===== config.mk =====
export PLATFORM = sky130hd
export DESIGN_NAME = queue_freeze_top
export DESIGN_NICKNAME = d
export VERILOG_FILES = /design/src/rtl/qfz_pkg.sv /design/src/rtl/qfz_ctrl.sv /design/src/rtl/qfz_seq.sv /design/src/rtl/queue_freeze_top.sv
export SDC_FILE = /design/constraint.sdc
export NUM_CORES = 1
export LEC_CHECK = 0
export ABC_CLOCK_PERIOD_IN_PS = 1430
export BUFFER_PORTS_ARGS = -buffer_cell sky130_fd_sc_hd__buf_4
export CAP_MARGIN = 10
export CORE_ASPECT_RATIO = 1.2
export CORE_MARGIN = 5
export CORE_UTILIZATION = 40
export DETAILED_ROUTE_END_ITERATION = 10
export PLACE_DENSITY = 0.78
export SETUP_SLACK_MARGIN = 0.3
export SYNTH_ARGS = -nofsm -noshare
export SYNTH_HDL_FRONTEND = slang
export SYNTH_SLANG_ARGS = --single-unit

===== constraint.sdc =====
create_clock -name clk -period 1.43 [get_ports clk]
set_clock_uncertainty 0.1 [all_clocks]
set_input_delay 0 -clock clk [delete_from_list [all_inputs] [get_ports clk]]
set_output_delay 0 -clock clk [all_outputs]
set_load 0.05 [all_outputs]

===== src/rtl/qfz_pkg.sv =====
`timescale 1ns/1ps
package qfz_pkg;
  // Strobes from freeze control to the sequencer datapath
  typedef struct packed {
    logic hold;     // freeze state after the coming edge
    logic savePtr;  // record the next entry at this edge
  } qfz_ctl_t;
endpackage


===== src/rtl/qfz_ctrl.sv =====
`timescale 1ns/1ps
module qfz_ctrl
  import qfz_pkg::*;
(
  input  logic     clk,
  input  logic     rstN,
  input  logic     freezeLine,
  input  logic     freezeEn,
  input  logic     modeWr,
  input  logic     q2Abort,
  input  logic     qActive,
  input  logic     convBusy,
  input  logic     convDone,
  output logic     frozen,
  output qfz_ctl_t ctl
);
  logic freezeReq;
  logic frozenNext;

  assign freezeReq = freezeLine & freezeEn;

  // Enter when idle, at completion, or on a mid-conversion mode write / abort
  assign frozenNext = freezeReq &
                      (frozen | ~convBusy | convDone | modeWr | q2Abort);

  always_comb begin
    ctl.hold    = frozenNext;
    ctl.savePtr = frozenNext & ~frozen & qActive;
  end

  always_ff @(posedge clk or negedge rstN) begin
    if (!rstN) frozen <= 1'b0;
    else       frozen <= frozenNext;
  end


  freeze_gate_chk: assert property (@(posedge clk) disable iff (!rstN)
    $rose(frozen) |-> $past(freezeLine && freezeEn));


  release_chk: assert property (@(posedge clk) disable iff (!rstN)
    (frozen && !(freezeLine && freezeEn)) |=> !frozen);


  idle_entry_chk: assert property (@(posedge clk) disable iff (!rstN)
    (!frozen && freezeLine && freezeEn && !convBusy) |=> frozen);


  defer_chk: assert property (@(posedge clk) disable iff (!rstN)
    (!frozen && freezeLine && freezeEn && convBusy && !convDone
     && !modeWr && !q2Abort) |=> !frozen);
endmodule


===== src/rtl/qfz_seq.sv =====
`timescale 1ns/1ps
module qfz_seq
  import qfz_pkg::*;
#(
  parameter int PTR_W       = 4,
  parameter int QLEN        = 12,
  parameter int CONV_CYCLES = 4,
  parameter int TMR_W       = 8
) (
  input  logic             clk,
  input  logic             rstN,
  input  logic             frozen,
  input  qfz_ctl_t         ctl,
  input  logic             extTrig,
  input  logic             modeWr,
  input  logic [PTR_W-1:0] modeEntry,
  input  logic             q2Abort,
  output logic             qActive,
  output logic             convBusy,
  output logic             convDone,
  output logic [PTR_W-1:0] qPtr,
  output logic [PTR_W-1:0] savedPtr,
  output logic [TMR_W-1:0] ivlCnt
);
  localparam int CNT_W = (CONV_CYCLES > 1) ? $clog2(CONV_CYCLES) : 1;
  localparam logic [CNT_W-1:0] CNT_LAST = CNT_W'(CONV_CYCLES - 1);
  localparam logic [PTR_W-1:0] PTR_LAST = PTR_W'(QLEN - 1);

  logic [CNT_W-1:0] convCnt;
  logic [PTR_W-1:0] ptrNext;
  logic             actNext;
  logic             cntClear;

  assign convBusy = qActive & ~frozen;
  assign convDone = convBusy & (convCnt == CNT_LAST);
  assign cntClear = ~convBusy | convDone | modeWr | q2Abort | ctl.hold;

  always_comb begin
    ptrNext = qPtr;
    actNext = qActive;
    if (q2Abort) begin
      actNext = 1'b0;
    end else if (modeWr) begin
      actNext = 1'b1;
      ptrNext = modeEntry;
    end else if (convDone) begin
      if (qPtr == PTR_LAST) begin
        actNext = 1'b0;
        ptrNext = '0;
      end else begin
        ptrNext = qPtr + 1'b1;
      end
    end else if (extTrig && !qActive && !ctl.hold) begin
      actNext = 1'b1;
    end
  end

  always_ff @(posedge clk or negedge rstN) begin
    if (!rstN) begin
      qActive  <= 1'b0;
      qPtr     <= '0;
      savedPtr <= '0;
      convCnt  <= '0;
      ivlCnt   <= '0;
    end else begin
      qActive <= actNext;
      qPtr    <= ptrNext;
      if (ctl.savePtr) savedPtr <= ptrNext;
      convCnt <= cntClear ? '0 : convCnt + 1'b1;
      ivlCnt  <= ctl.hold ? '0 : ivlCnt + 1'b1;
    end
  end


  timer_hold_chk: assert property (@(posedge clk) disable iff (!rstN)
    frozen |-> (ivlCnt == '0));


  save_ptr_chk: assert property (@(posedge clk) disable iff (!rstN)
    $past(ctl.savePtr) |-> (savedPtr == qPtr));


  queue_end_chk: assert property (@(posedge clk) disable iff (!rstN)
    (convDone && qPtr == PTR_LAST && !modeWr && !q2Abort)
      |=> (!qActive && qPtr == '0));
endmodule


===== src/rtl/queue_freeze_top.sv =====
`timescale 1ns/1ps
module queue_freeze_top
  import qfz_pkg::*;
#(
  parameter int PTR_W       = 4,
  parameter int QLEN        = 12,
  parameter int CONV_CYCLES = 4,
  parameter int TMR_W       = 8
) (
  input  logic             clk,
  input  logic             rstN,
  input  logic             freezeLine,
  input  logic             freezeEn,
  input  logic             extTrig,
  input  logic             modeWr,
  input  logic [PTR_W-1:0] modeEntry,
  input  logic             q2Abort,
  output logic             frozen,
  output logic             queueActive,
  output logic             convBusy,
  output logic             convDone,
  output logic [PTR_W-1:0] qPtr,
  output logic [PTR_W-1:0] savedPtr,
  output logic             prescHold,
  output logic             timerHold,
  output logic             trigBlock,
  output logic [TMR_W-1:0] ivlTimer
);
  qfz_ctl_t ctl;

  qfz_ctrl u_ctrl (
    .clk(clk), .rstN(rstN),
    .freezeLine(freezeLine), .freezeEn(freezeEn),
    .modeWr(modeWr), .q2Abort(q2Abort),
    .qActive(queueActive), .convBusy(convBusy), .convDone(convDone),
    .frozen(frozen), .ctl(ctl)
  );

  qfz_seq #(
    .PTR_W(PTR_W), .QLEN(QLEN), .CONV_CYCLES(CONV_CYCLES), .TMR_W(TMR_W)
  ) u_seq (
    .clk(clk), .rstN(rstN), .frozen(frozen), .ctl(ctl),
    .extTrig(extTrig), .modeWr(modeWr), .modeEntry(modeEntry),
    .q2Abort(q2Abort),
    .qActive(queueActive), .convBusy(convBusy), .convDone(convDone),
    .qPtr(qPtr), .savedPtr(savedPtr), .ivlCnt(ivlTimer)
  );

  assign prescHold = frozen;
  assign timerHold = frozen;
  assign trigBlock = frozen;
endmodule


# Yosys cells after proc, flatten, opt, wreduce, memory -nomap -nowiden
# Index checks and enable logic that the tools add are counted.
# op_classes
bitwise	16
n_eq_ne	3
n_reduce_logical	6
n_addsub	3
n_mux	11
# ops
op	n
4-bit 2-to-1 mux	4
8-bit by 1-bit adder with 8-bit output (second input constant)	1
8-bit 2-to-1 mux	1
1-bit OR	8
1-bit bitwise AND	6
1-bit 2-to-1 mux	5
4-bit by 1-bit adder with 4-bit output (second input constant)	1
4-bit equality test (second input constant)	1
4-bit by 3-bit inequality test with 1-bit output (second input constant)	1
4-bit nonzero test	1
2-bit by 1-bit adder with 2-bit output (second input constant)	1
2-bit equality test (second input constant)	1
1-bit logical AND	2
1-bit logical NOT	2
2-bit 2-to-1 mux	1
1-bit NOT	2
2-bit AND reduction	1
# word_totals
inputBits	11
register_bits	20

# Longest topological paths before layout
# logic_depth
ltp_word	14
ltp_mapped	6
mapped_depth_nobuf	6

# Cells and area by module
# A second synthesis with hierarchy kept.
# unflattened
hier_cells	100
area_unflattened_um2	1027.2
# modules_own_cells
module	cells_per_inst	area_each_um2	seq_area_each_um2	n_inst
qfz_seq	90	920.9	475.5	1
qfz_ctrl	7	83.8	25.0	1
queue_freeze_top	3	22.5	0.0	1

# Worst setup path before layout
# OpenSTA, ideal clock, no wires.
# synth_path
path_kind	register -> register
from	reg u_ctrl.frozen
to	reg u_seq.savedPtr[0]
n_path_buf	0
slack_ns	-0.726
setup_ns	0.125
stages_incl_launch_ff	4
synth_period_minus_slack_ns	2.156
arrival_ns	1.931
path_cell_list	dfrtp_1 and2b_1 nor3b_2 mux2_2
# synth_between
elab_chain_cells	10
elab_cells_between_ends	14
cone_classes	3 x mux; 11 x bitwise
# synth_rtl
item	line_no	source
start, declared	qfz_ctrl.sv:14	output logic frozen,
start signal, assigned	qfz_ctrl.sv:33	else frozen <= frozenNext;
1-bit NOT (*)	qfz_seq.sv:34	assign convBusy = qActive & ~frozen;
1-bit bitwise AND (*)	qfz_seq.sv:34	
named net convBusy	queue_freeze_top.sv:20	output logic convBusy,
1-bit NOT	qfz_ctrl.sv:24	(frozen | ~convBusy | convDone | modeWr | q2Abort);
1-bit OR (4 in a row)	qfz_ctrl.sv:24	
1-bit bitwise AND	qfz_ctrl.sv:23	assign frozenNext = freezeReq &
1-bit bitwise AND (2 in a row)	qfz_ctrl.sv:28	ctl.savePtr = frozenNext & ~frozen & qActive;
end signal, assigned	qfz_seq.sv:68	if (ctl.savePtr) savedPtr <= ptrNext;
end, declared	qfz_seq.sv:22	output logic [PTR_W-1:0] savedPtr,
# Mark *: on every way through the listed nets, which the timed path passes. The rest lies on a longest branch.
# A chain may end at the register's enable or synchronous reset.

# Worst setup path in the final report
# layout_path
from	reg u_seq.convCnt[0]
to	reg u_seq.savedPtr[3]
# layout_between
elab_cells_between_ends	11
cone_classes	1 x eq/ne; 3 x mux; 7 x bitwise
# layout_lines
item	line_no	source
start, declared	qfz_seq.sv:29	logic [CNT_W-1:0] convCnt;
start signal, assigned	qfz_seq.sv:69	convCnt <= cntClear ? '0 : convCnt + 1'b1;
2-bit equality test	qfz_seq.sv:35	assign convDone = convBusy & (convCnt == CNT_LAST);
1-bit bitwise AND	qfz_seq.sv:35	
4-bit 2-to-1 mux	qfz_seq.sv:46	end else if (convDone) begin
4-bit 2-to-1 mux	qfz_seq.sv:43	end else if (modeWr) begin
4-bit 2-to-1 mux	qfz_seq.sv:41	if (q2Abort) begin
named net u_seq.ptrNext[3]	qfz_seq.sv:30	logic [PTR_W-1:0] ptrNext;
# The timed path passes the listed nets, and every way through them passes these cells.

==> flow_summary.json <==
{
  "wl_microns": 2730,
  "hold_slack_ns": -0.111,
  "dp_cells": 162,
  "final_cell_area_sq_mm": 0.00167,
  "hp-class": "in2reg",
  "instances_no_fill": 178,
  "synth_warnings": 0,
  "gp_congestion": 0.811,
  "final_core_util_pct": 71.5,
  "setup_viol": 20,
  "netlist_instances": 90,
  "cp-end-kind": "flop",
  "layout_common_cells": "34 x buf_4, 11 x dfrtp_2, 9 x buf_8, 9 x buf_6, 9 x dfrtp_1",
  "cts_tree": "yes",
  "fillers": 159,
  "cts_inserted_buffers": 3,
  "slew_viol_final": 0,
  "area_delta_synth_final_pct": 69.8,
  "synth_ff_type": "dfrtp_1",
  "clk_latency_ns": 0.29,
  "synth_area_leaders": "dfrtp_1 51%, nand3_1 4.6%, xor2_1 4.5%",
  "period_needed_ns": 1.69,
  "die_y_microns": 64.2,
  "status": "complete, but fails checks",
  "port_buffers": 33,
  "routedWlPerCell_microns": 15.4,
  "path_class": "reg2reg",
  "avgSynthCellArea_sq_um": 10.9,
  "yosysUniqueCellTypes": 30,
  "clk_path_buf_depth": 2,
  "firstDrtPassIters": 5,
  "initial_utilization_pct": 42.1,
  "root_buffer": "clkbuf_4",
  "startpoint_type": "flop",
  "dpl_cell_area_sq_mm": 0.00136,
  "synth_edf_count": 0,
  "crit_chain": "ha_2 -> nand3b_1 -> buf_4 -> or3_4 -> o311ai_4 -> mux2_4",
  "reg2regPathDepth": 6,
  "cp.required_ns": 1.57,
  "final_common_cell": "buf_4",
  "yosysTopAreaCell": "dfrtp_1",
  "grt_pass1_vias": 934,
  "grt.overflow.total": 0,
  "timing.max_slew.rel_slack_pct": 76.1,
  "diodes": 0,
  "fmax_mhz": 593,
  "grt_max_degree": 21,
  "antenna_found_initial": 0,
  "holdPathStages": 3,
  "hpwlAfterDp_microns": 1790,
  "synth_seq_cells": 20,
  "path_max_fanout": 4,
  "setup_slack_ns": -0.257,
  "finalHoldViolCount": 3,
  "dr_total_vias": 910,
  "drc": 0,
  "htreeDepth": 1,
  "via_per_inst": 5.11,
  "ys_seq_area_share_pct": 51.0,
  "num_rows": 19,
  "p_per_area_mw_per_mm2": 1290,
  "timing.max_cap.violations": 0,
  "crit_arrival_ns": 1.82,
  "synth_top_area_share_pct": 51.0,
  "postCtsHoldBufs": 5,
  "slowest_delay_ns": 0.40,
  "layout-drive-gt1-share_pct": 59.2,
  "min_period_over_period_pct": 118,
  "drt_iter0_markers": 19,
  "nNetsFinal": 162,
  "cts.reportedPaths.clkPinSlew_ns": 0.11,
  "violations": "negative hold slack, negative setup slack",
  "async_reset_ff_share_pct": 100,
  "syn_nets": 104,
  "syn_area_sq_um": 981,
  "tightest_slew_ns": 0.358,
  "dieArea_sq_mm": 0.00355,
  "core_sq_mm": 0.00233,
  "power_leakage_nw": 0.764,
  "antenna_left": 0,
  "grt_usage_pct": 15.2,
  "irDropWorstVdd_mv": 0.943,
  "cts.sinks": 20,
  "grt_pass1_wl_microns": 4410,
  "die_x_microns": 55.2,
  "ios": 34,
  "rsz0062_at_grt": "true",
  "slowest_stage": "or3_4"
}
==> worst max-delay path: cells and delay by family, from the launching register on <==
family,cells,cell delay (ns)
AO/OA/AOI/OAI,1,0.08
buffers and inverters,1,0.18
adder cells (fa/ha/maj),1,0.18
multiplexers,1,0.20
AND/OR/NAND/NOR,2,0.52
flip-flops,1,0.37
==> per-stage QoR <==
step | hold WS [ns] | setup slack, ns | total power [mW] | setup TNS, ns
5_1_grt | -0.118 | -0.321 | 2.26 | -4.08
6_report | -0.111 | -0.257 | 2.15 | -2.43
2_1_floorplan | -0.396 | -0.475 | 1.39 | -2.55
3_5_place_dp | -0.214 | -0.314 | 1.70 | -3.06
3_3_place_gp | -0.218 | -0.240 | 1.69 | -2.17
4_1_cts | -0.135 | -0.219 | 2.10 | -2.69
==> flip-flops by register name (all words and copies together) (netlist names) <==
signal          cells
u_seq.savedPtr      4
u_seq.qActive       1
u_ctrl.frozen       1
u_seq.qPtr          4
u_seq.ivlCnt        8
u_seq.convCnt       2
==> synth_stat cells (all sizes together), types with 2 or more instances <==
master   n
a21oi    2
a22oi    4
and3     3
buf      4
dfrtp   20
ha       3
inv      5
mux2     4
nand2    2
nand3   10
nand3b   3
nor2     9
nor2b    2
o311ai   2
or3      2
xor2     5
==> path summary, 6_finish.rpt <==
kind                                  startpoint                end  slack [ns]
worst max-delay path            u_seq.convCnt[0]  u_seq.savedPtr[3]       -0.26
worst min-delay path                modeEntry[0]      u_seq.qPtr[0]       -0.11
worst max register to register  u_seq.convCnt[0]  u_seq.savedPtr[3]       -0.26
worst min register to register  u_seq.convCnt[0]   u_seq.convCnt[0]        0.34
max in group asynchronous                   rstN    u_seq.ivlCnt[6]        0.43
min in group asynchronous                   rstN    u_seq.ivlCnt[5]        0.57
==> final cells by class <==
class                           instances  area (sq um)  area share (%)
Timing Repair Buffer                   57           542            32.5
Inverter                                5          22.5            1.35
Sequential cell                        20           514            30.9
Tap cell                               31          38.8            2.33
Clock buffer                            4          36.3            2.18
Multi-Input combinational cell         61           512            30.7
==> logic make-up (layout without fill, tap and decap cells) <==
group	count (synthesis)	count (layout)	share of synthesized area, %
and+or+nand+nor	37	37	21.7
adders and majority gates	3	3	3.83
muxes	4	4	4.59
xor gates and xnor gates	6	6	5.36
buffers and inverters	9	66	5.36
AOI/OAI and AO/OA	11	11	8.16
DFF	20	20	51.0
==> power by group <==
group	internal, mW	switching [mW]	total [mW]
registers	0.686	0.109	0.795
logic	0.404	0.641	1.05
clock network	0.155	0.159	0.314
==> repair_timing <==
item                                   CTS  global route
pin swaps                                2             2
endpoints found under the hold margin   27             3
gates resized for setup                 25            17
setup endpoints to repair               30            31
buffers inserted                         4             3
==> layer usage <==
layer | GRT usage (%) | vias to the layer above | wire length (microns)
li1 | - | 432 | -
met1 | 19.2 | 442 | 1100
met2 | 26.2 | 30 | 1480
met3 | 1.81 | 6 | 107
met4 | 6.69 | 0 | 52
met5 | 0 | - | 0
No activity file was read; power rests on OpenSTA's default activity.
